## src/rtl/smbus_cfg_pkg.sv

```systemverilog
package smbus_cfg_pkg;
   typedef enum logic [2:0] {
      ST_IDLE,
      ST_RX,
      ST_RX_ACK,
      ST_TX,
      ST_TX_ACK,
      ST_HOLD,
      ST_IGNORE
   } bus_state_t;

   typedef enum logic [1:0] {
      K_ADDR,
      K_CMD,
      K_WDATA
   } rx_kind_t;

   localparam int IDX_W = 7;
endpackage

```

## src/rtl/smbus_cfg_linesync.sv

```systemverilog
module smbus_cfg_linesync #(
   parameter int STAGES = 2,
   parameter bit FILTER = 1'b1
) (
   input  logic clk,
   input  logic rst_n,
   input  logic scl_i,
   input  logic sda_i,
   output logic scl_s,
   output logic sda_s,
   output logic scl_rise,
   output logic scl_fall,
   output logic start_det,
   output logic stop_det
);
   logic [STAGES-1:0] scl_pipe, sda_pipe;
   logic scl_lvl, sda_lvl;
   logic scl_d, sda_d;

   always_ff @(posedge clk or negedge rst_n) begin
      if (!rst_n) begin
         scl_pipe <= '1;
         sda_pipe <= '1;
      end else begin
         scl_pipe <= {scl_pipe[STAGES-2:0], scl_i};
         sda_pipe <= {sda_pipe[STAGES-2:0], sda_i};
      end
   end

   generate
      if (FILTER) begin : g_filt
         logic scl_f, sda_f;
         always_ff @(posedge clk or negedge rst_n) begin
            if (!rst_n) begin
               scl_f <= 1'b1;
               sda_f <= 1'b1;
            end else begin
               if (scl_pipe[STAGES-1] == scl_pipe[STAGES-2]) scl_f <= scl_pipe[STAGES-1];
               if (sda_pipe[STAGES-1] == sda_pipe[STAGES-2]) sda_f <= sda_pipe[STAGES-1];
            end
         end
         assign scl_lvl = scl_f;
         assign sda_lvl = sda_f;
      end else begin : g_direct
         assign scl_lvl = scl_pipe[STAGES-1];
         assign sda_lvl = sda_pipe[STAGES-1];
      end
   endgenerate

   always_ff @(posedge clk or negedge rst_n) begin
      if (!rst_n) begin
         scl_d <= 1'b1;
         sda_d <= 1'b1;
      end else begin
         scl_d <= scl_lvl;
         sda_d <= sda_lvl;
      end
   end

   assign scl_s     = scl_lvl;
   assign sda_s     = sda_lvl;
   assign scl_rise  = scl_lvl & ~scl_d;
   assign scl_fall  = ~scl_lvl & scl_d;
   assign start_det = scl_lvl & scl_d & sda_d & ~sda_lvl;
   assign stop_det  = scl_lvl & scl_d & ~sda_d & sda_lvl;
endmodule

```

## src/rtl/smbus_cfg_regbank.sv

```systemverilog
module smbus_cfg_regbank
   import smbus_cfg_pkg::*;
#(
   parameter int               NREG     = 4,
   parameter logic [NREG*8-1:0] DEFAULTS = '0,
   parameter logic [7:0]        FILL     = 8'h00
) (
   input  logic             clk,
   input  logic             rst_n,
   input  logic             wr_en,
   input  logic [IDX_W-1:0] wr_idx,
   input  logic [7:0]       wr_data,
   input  logic [IDX_W-1:0] rd_idx,
   output logic [7:0]       rd_data,
   output logic [NREG*8-1:0] regs_q
);
   generate
      for (genvar g = 0; g < NREG; g++) begin : g_reg
         logic [7:0] q;
         always_ff @(posedge clk or negedge rst_n) begin
            if (!rst_n) q <= DEFAULTS[g*8 +: 8];
            else if (wr_en && (wr_idx == IDX_W'(g))) q <= wr_data;
         end
         assign regs_q[g*8 +: 8] = q;
      end
   endgenerate

   always_comb begin
      rd_data = FILL;
      for (int i = 0; i < NREG; i++) begin
         if (rd_idx == IDX_W'(i)) rd_data = regs_q[i*8 +: 8];
      end
   end
endmodule

```

## src/rtl/smbus_cfg_fsm.sv

```systemverilog
module smbus_cfg_fsm
   import smbus_cfg_pkg::*;
#(
   parameter int         NREG  = 4,
   parameter logic [6:0] ADDR7 = 7'h69
) (
   input  logic             clk,
   input  logic             rst_n,
   input  logic             scl_rise,
   input  logic             scl_fall,
   input  logic             start_det,
   input  logic             stop_det,
   input  logic             sda_s,
   input  logic [7:0]       rd_data,
   output logic [IDX_W-1:0] rd_idx,
   output logic             wr_en,
   output logic [IDX_W-1:0] wr_idx,
   output logic [7:0]       wr_data,
   output logic             sda_drv,
   output logic             addr_miss
);
   localparam logic [7:0] CNT_BYTE = 8'(NREG);

   bus_state_t       state;
   rx_kind_t         kind;
   logic [3:0]       bitcnt;
   logic [7:0]       sh;
   logic [7:0]       tx_sh;
   logic             blk_mode;
   logic [IDX_W-1:0] offset;
   logic [IDX_W-1:0] ptr;
   logic             cnt_pend;
   logic             mack;

   assign rd_idx    = blk_mode ? ptr : offset;
   assign addr_miss = (state == ST_IGNORE);

   always_ff @(posedge clk or negedge rst_n) begin
      if (!rst_n) begin
         state    <= ST_IDLE;
         kind     <= K_ADDR;
         bitcnt   <= '0;
         sh       <= '0;
         tx_sh    <= '0;
         blk_mode <= 1'b0;
         offset   <= '0;
         ptr      <= '0;
         cnt_pend <= 1'b0;
         mack     <= 1'b1;
         sda_drv  <= 1'b0;
         wr_en    <= 1'b0;
         wr_idx   <= '0;
         wr_data  <= '0;
      end else begin
         wr_en <= 1'b0;
         if (stop_det) begin
            state   <= ST_IDLE;
            sda_drv <= 1'b0;
         end else if (start_det && state != ST_IGNORE) begin
            state   <= ST_RX;
            kind    <= K_ADDR;
            bitcnt  <= '0;
            sda_drv <= 1'b0;
         end else begin
            case (state)
               ST_RX: begin
                  if (scl_rise) begin
                     sh     <= {sh[6:0], sda_s};
                     bitcnt <= bitcnt + 4'd1;
                  end else if (scl_fall && bitcnt == 4'd8) begin
                     if (kind == K_ADDR && sh[7:1] != ADDR7) begin
                        state <= ST_IGNORE;
                     end else begin
                        state   <= ST_RX_ACK;
                        sda_drv <= 1'b1;
                     end
                  end
               end
               ST_RX_ACK: begin
                  if (scl_fall) begin
                     sda_drv <= 1'b0;
                     bitcnt  <= '0;
                     state   <= ST_RX;
                     case (kind)
                        K_ADDR: begin
                           if (sh[0]) begin
                              state <= ST_TX;
                              if (blk_mode) begin
                                 tx_sh   <= CNT_BYTE;
                                 sda_drv <= ~CNT_BYTE[7];
                                 ptr     <= '0;
                              end else begin
                                 tx_sh   <= rd_data;
                                 sda_drv <= ~rd_data[7];
                              end
                           end else begin
                              kind <= K_CMD;
                           end
                        end
                        K_CMD: begin
                           blk_mode <= ~sh[7];
                           offset   <= sh[6:0];
                           ptr      <= '0;
                           cnt_pend <= ~sh[7];
                           kind     <= K_WDATA;
                        end
                        default: begin
                           if (blk_mode && cnt_pend) begin
                              cnt_pend <= 1'b0;
                           end else begin
                              wr_en   <= 1'b1;
                              wr_data <= sh;
                              wr_idx  <= blk_mode ? ptr : offset;
                              if (blk_mode && ptr != '1) ptr <= ptr + 1'b1;
                           end
                        end
                     endcase
                  end
               end
               ST_TX: begin
                  if (scl_rise) begin
                     bitcnt <= bitcnt + 4'd1;
                  end else if (scl_fall) begin
                     if (bitcnt == 4'd8) begin
                        sda_drv <= 1'b0;
                        state   <= ST_TX_ACK;
                     end else begin
                        tx_sh   <= {tx_sh[6:0], 1'b0};
                        sda_drv <= ~tx_sh[6];
                     end
                  end
               end
               ST_TX_ACK: begin
                  if (scl_rise) begin
                     mack <= sda_s;
                  end else if (scl_fall) begin
                     if (mack) begin
                        state <= ST_HOLD;
                     end else begin
                        tx_sh   <= rd_data;
                        sda_drv <= ~rd_data[7];
                        bitcnt  <= '0;
                        state   <= ST_TX;
                        if (blk_mode && ptr != '1) ptr <= ptr + 1'b1;
                     end
                  end
               end
               default: ;
            endcase
         end
      end
   end
endmodule

```

## src/rtl/smbus_cfg_slave.sv

```systemverilog
module smbus_cfg_slave
   import smbus_cfg_pkg::*;
#(
   parameter int                NREG        = 4,
   parameter logic [6:0]        ADDR7       = 7'h69,
   parameter logic [NREG*8-1:0] DEFAULTS    = 32'h00FF_FEFF,
   parameter logic [7:0]        FILL        = 8'h00,
   parameter int                SYNC_STAGES = 2,
   parameter bit                FILTER      = 1'b1
) (
   input  logic             clk,
   input  logic             rst_n,
   input  logic             scl_in,
   input  logic             sda_in,
   output logic             sda_oe,
   output logic [NREG*8-1:0] cfg_regs,
   output logic [NREG*8-1:0] cfg_dflt
);
   generate
      if (NREG < 1 || NREG > 128) begin : g_bad_nreg
         $error("NREG must lie in 1..128");
      end
      if (SYNC_STAGES < 2) begin : g_bad_sync
         $error("SYNC_STAGES must be at least 2");
      end
   endgenerate

   logic             scl_s, sda_s, scl_rise, scl_fall, start_det, stop_det;
   logic [IDX_W-1:0] rd_idx, wr_idx;
   logic [7:0]       rd_data, wr_data;
   logic             wr_en, sda_drv, addr_miss;

   smbus_cfg_linesync #(.STAGES(SYNC_STAGES), .FILTER(FILTER)) u_sync (
      .clk(clk), .rst_n(rst_n), .scl_i(scl_in), .sda_i(sda_in),
      .scl_s(scl_s), .sda_s(sda_s), .scl_rise(scl_rise), .scl_fall(scl_fall),
      .start_det(start_det), .stop_det(stop_det)
   );

   smbus_cfg_fsm #(.NREG(NREG), .ADDR7(ADDR7)) u_fsm (
      .clk(clk), .rst_n(rst_n), .scl_rise(scl_rise), .scl_fall(scl_fall),
      .start_det(start_det), .stop_det(stop_det), .sda_s(sda_s),
      .rd_data(rd_data), .rd_idx(rd_idx), .wr_en(wr_en), .wr_idx(wr_idx),
      .wr_data(wr_data), .sda_drv(sda_drv), .addr_miss(addr_miss)
   );

   smbus_cfg_regbank #(.NREG(NREG), .DEFAULTS(DEFAULTS), .FILL(FILL)) u_bank (
      .clk(clk), .rst_n(rst_n), .wr_en(wr_en), .wr_idx(wr_idx),
      .wr_data(wr_data), .rd_idx(rd_idx), .rd_data(rd_data), .regs_q(cfg_regs)
   );

   assign sda_oe   = sda_drv;
   assign cfg_dflt = DEFAULTS;
endmodule

```

## config.mk

```make
export PLATFORM = sky130hd
export DESIGN_NAME = smbus_cfg_slave
export DESIGN_NICKNAME = d
export VERILOG_FILES = /design/src/rtl/smbus_cfg_pkg.sv /design/src/rtl/smbus_cfg_linesync.sv /design/src/rtl/smbus_cfg_regbank.sv /design/src/rtl/smbus_cfg_fsm.sv /design/src/rtl/smbus_cfg_slave.sv
export SDC_FILE = /design/constraint.sdc
export NUM_CORES = 1
export LEC_CHECK = 0
export CORE_MARGIN = 1.5
export CORE_UTILIZATION = 28
export DETAILED_ROUTE_END_ITERATION = 10
export GPL_ROUTABILITY_DRIVEN = 0
export RECOVER_POWER = 25
export SLEW_MARGIN = 20
export SYNTH_ARGS = -nofsm -noshare
export SYNTH_HDL_FRONTEND = slang
export SYNTH_SLANG_ARGS = --single-unit
```

## constraint.sdc

```tcl
create_clock -name clk -period 4.4 [get_ports clk]
set_input_delay 1.1 -clock clk [delete_from_list [all_inputs] [get_ports clk]]
set_output_delay 1.1 -clock clk [all_outputs]
set_load 0.02 [all_outputs]
```

==> metrics.yaml <==
routing:
  ant_nets: 0
  via_per_inst: 5.010
  drt_first_pass_iters: 5
  wl_per_cell_um: 15.85
  drt-initial-drc-count: 184
  drc: 0
  vias: 3467
  drt_wl_total_mm: 10.97
clock_tree:
  cts_hold_buf: 0
  ctsRootBufferMaster: "clkbuf_16"
  cts_max_level: 3
  postCtsSetupBuffers: 0
  ctsLongestPathBuffers: 2
  clk_latency_ns: 0.36
  clkTransAtPathRegs_ns: 0.08
  ctsResizeCount: 0
  cts_tree: "yes"
  clock_sinks: 98
  cts_made_buffers: 9
worst_setup_path:
  critPathMaxFanout: 3
  worst_r2r_path_depth: 4
  slowest_delay_ns: 0.61
  r2r-start: "u_fsm.blk_mode"
  endpoint_kind: "output pin"
  cp_top_family: "buffers and inverters"
  rr_endpoint: "u_fsm.tx_sh[2]"
  required_ns: 3.30
  reg2reg_slack_ns: 1.84
  path_buf_inv: 1
  crit_type: "reg -> out"
  crit_chain: "clkdlybuf4s50_1"
  crit_arrival_ns: 1.52
  slowest_stage: "clkdlybuf4s50_1"
  critPathLaunchType: "flip-flop"
place:
  numPortBuffers: 36
  dpl.hpwl_mm: 7.585
  dp_cells: 676
final_layout:
  area_growth_pct: 13.77
  fin_cells: 692
  diodes: 0
  fillCellCount: 1801
  fin_nets: 465
  final_util_pct: 32.57
  drive_above_1_share_pct: 21.60
floorplan:
  rows: 49
  die_h_um: 138.5
  die_w_um: 138.5
  core_um2: 17960
  io-pin-count: 69
  start_util_pct: 28.63
  die_area_um2: 19190
sta:
  tightest_slew_ns: 1.761
  max_freq_mhz: 382.0
  maxSlewViolCount: 72
  hold_viol: 0
  layout_worst_path_cycle_share_pct: 59.49
  period_needed_ns: 2.618
  rsz0062_at_grt: "no"
  finalSetupViolations: 0
  finClkSkew_ns: 0.009594
  relSlewSlack_pct: -17.37
  tns_ns: 0
power:
  p_int_mw: 1.826
  swShare_pct: 35.98
  power.leakage_nw: 2.520
  total_power_mw: 2.853
  power_frac_comb_pct: 27.6
  power_density_nw_per_um2: 487.6
  power_frac_clock_pct: 29.5
  p_switching_mw: 1.026
  peakVddDrop_uv: 212.6
  seqPwrFrac_pct: 42.9
synth:
  syn_area_um2: 5142
  synthArstFlopShare_pct: 100.0
  synth_ff_type: "dfrtp_1"
  yosys_warnings: 0
  ys_seq_area_share_pct: 48.47
  ys_seq_elements: 98
  synth_edf_count: 0
  synth.distinct_cells: 76
  syn_inst: 430
  synth_area_per_cell_um2: 11.96
grt:
  antenna_found_initial: 0
  grt_pass1_wl_mm: 18.39
  grtUsageTotal_pct: 11.81
  grt.overflow.total: 0
  grt_pass1_vias: 3484
  grt_max_degree: 72
hold_path:
  min_to: "u_sync.sda_pipe[1]"
  hold_class: "reg -> reg"
  worstHoldStart: "u_sync.sda_pipe[0]"
  whs_path_depth: 0
status:
  status: "complete, but fails checks"
  violations: "capacitance limit, slew limit"
flow_run:
  maxCapViolCount: 1
==> sequential cells by signal (all words and copies together), names as in the netlist, 2 cells and up <==
| signal | count |
|---|---|
| u_bank.g.q | 32 |
| u_fsm.sh | 8 |
| u_fsm.wr_data | 8 |
| u_fsm.offset | 7 |
| u_fsm.ptr | 7 |
| u_fsm.tx_sh | 7 |
| u_fsm.wr_idx | 7 |
| u_fsm.bitcnt | 4 |
| u_fsm.state | 3 |
| u_fsm.kind | 2 |
| u_sync.scl_pipe | 2 |
| u_sync.sda_pipe | 2 |
==> Yosys cell counts (3+ instances only) <==
master	count	area [µm²]
mux4_1	7	183.9
o22ai_1	3	18.77
o21ai_0	14	70.07
a31oi_1	3	18.77
buf_6	7	78.83
or3_1	4	25.02
inv_1	9	33.78
dfstp_2	32	840.8
buf_4	34	255.2
mux2_2	36	405.4
ha_1	3	37.54
nand2_1	27	101.4
mux2i_1	9	90.09
clkbuf_1	3	11.26
nand3b_1	4	30.03
dfrtp_1	66	1652
o21ai_1	14	70.07
nor2b_1	5	31.28
nand4_1	9	56.30
o211ai_1	3	22.52
a22oi_1	7	52.55
buf_2	5	25.02
nor3_1	4	20.02
nand3_1	7	35.03
nand2b_1	5	31.28
a21oi_1	18	90.09
nor2_1	12	45.04
mux2_1	19	214.0
==> metal layers <==
metal  vias to the layer above  global-route usage (%)  part of all wire [%]  wire (µm)
li1                       1588                       -                     -          -
met1                      1744                   16.50                    48       5267
met2                       118                   18.09                    45       4984
met3                        17                   1.801                   4.7        511
met4                         0                   5.319                   1.9        204
met5                         -                       0                     0          0
==> worst max-delay path by stage <==
stage	from	end	slack [ns]	depth (start not counted)
floorplan	u_sync.scl_d	u_fsm.state[1]	2.39	6
global placement	u_fsm.blk_mode	u_fsm.sda_drv	1.78	4
detailed placement	u_fsm.blk_mode	u_fsm.sda_drv	1.78	4
CTS	u_bank.g_reg[0].q[5]	cfg_regs[5]	1.77	1
global route	rst_n	u_bank.g_reg[1].q[6]	1.57	2
finish	u_bank.g_reg[0].q[5]	cfg_regs[5]	1.78	1
==> final cells by class <==
class,count,area [µm²],area share (%)
Tap cell,229,286.5,4.897
Inverter,10,37.54,0.6416
Clock inverter,7,95.09,1.625
Clock buffer,9,225.2,3.849
Sequential cell,98,2492,42.60
Multi-Input combinational cell,302,2351,40.18
Timing Repair Buffer,37,362.8,6.202
==> power groups by stage <==
stage | sequential, mW | clock [mW] | combinational [mW]
6_report | 1.22 | 0.842 | 0.787
5_1_grt | 1.25 | 0.903 | 0.865
4_1_cts | 1.22 | 0.864 | 0.788
3_5_place_dp | 1.24 | 0 | 0.784
3_3_place_gp | 1.23 | 0 | 0.767
2_1_floorplan | 1.12 | 0 | 0.765
==> cells in the final DEF (no fill, tap or decap), drive strengths merged, types with 8 or more instances in the layout <==
| master | Yosys | final |
|---|---|---|
| dfstp | 32 | 32 |
| nand2 | 27 | 27 |
| conb | 2 | 32 |
| clkbuf | 3 | 10 |
| inv | 10 | 14 |
| clkdlybuf4s50 | 0 | 33 |
| dfrtp | 66 | 66 |
| nor2 | 12 | 12 |
| o21ai | 28 | 28 |
| nand4 | 9 | 9 |
| mux2 | 55 | 55 |
| a21oi | 18 | 18 |
| mux2i | 11 | 11 |
| mux4 | 8 | 8 |
==> through the flow <==
step	hold slack (ns)	setup WS [ns]	instance area, µm²
after floorplan	0.3519	2.391	5255
after global placement	0.3588	1.783	5533
after detailed placement	0.3608	1.776	5533
after CTS	0.3717	1.772	5853
after global routing	0.3879	1.572	5851
final	0.3746	1.782	5851
==> cells by family after synthesis <==
family | share of synthesized area [%]
compound gates | 10.97
xor+xnor | 0.1703
fa+ha+maj | 1.119
buf+inv | 8.005
flops | 48.47
mux | 18.52
other cells | 0.1460
simple gates | 12.60
(Power assumes the default switching activity.)
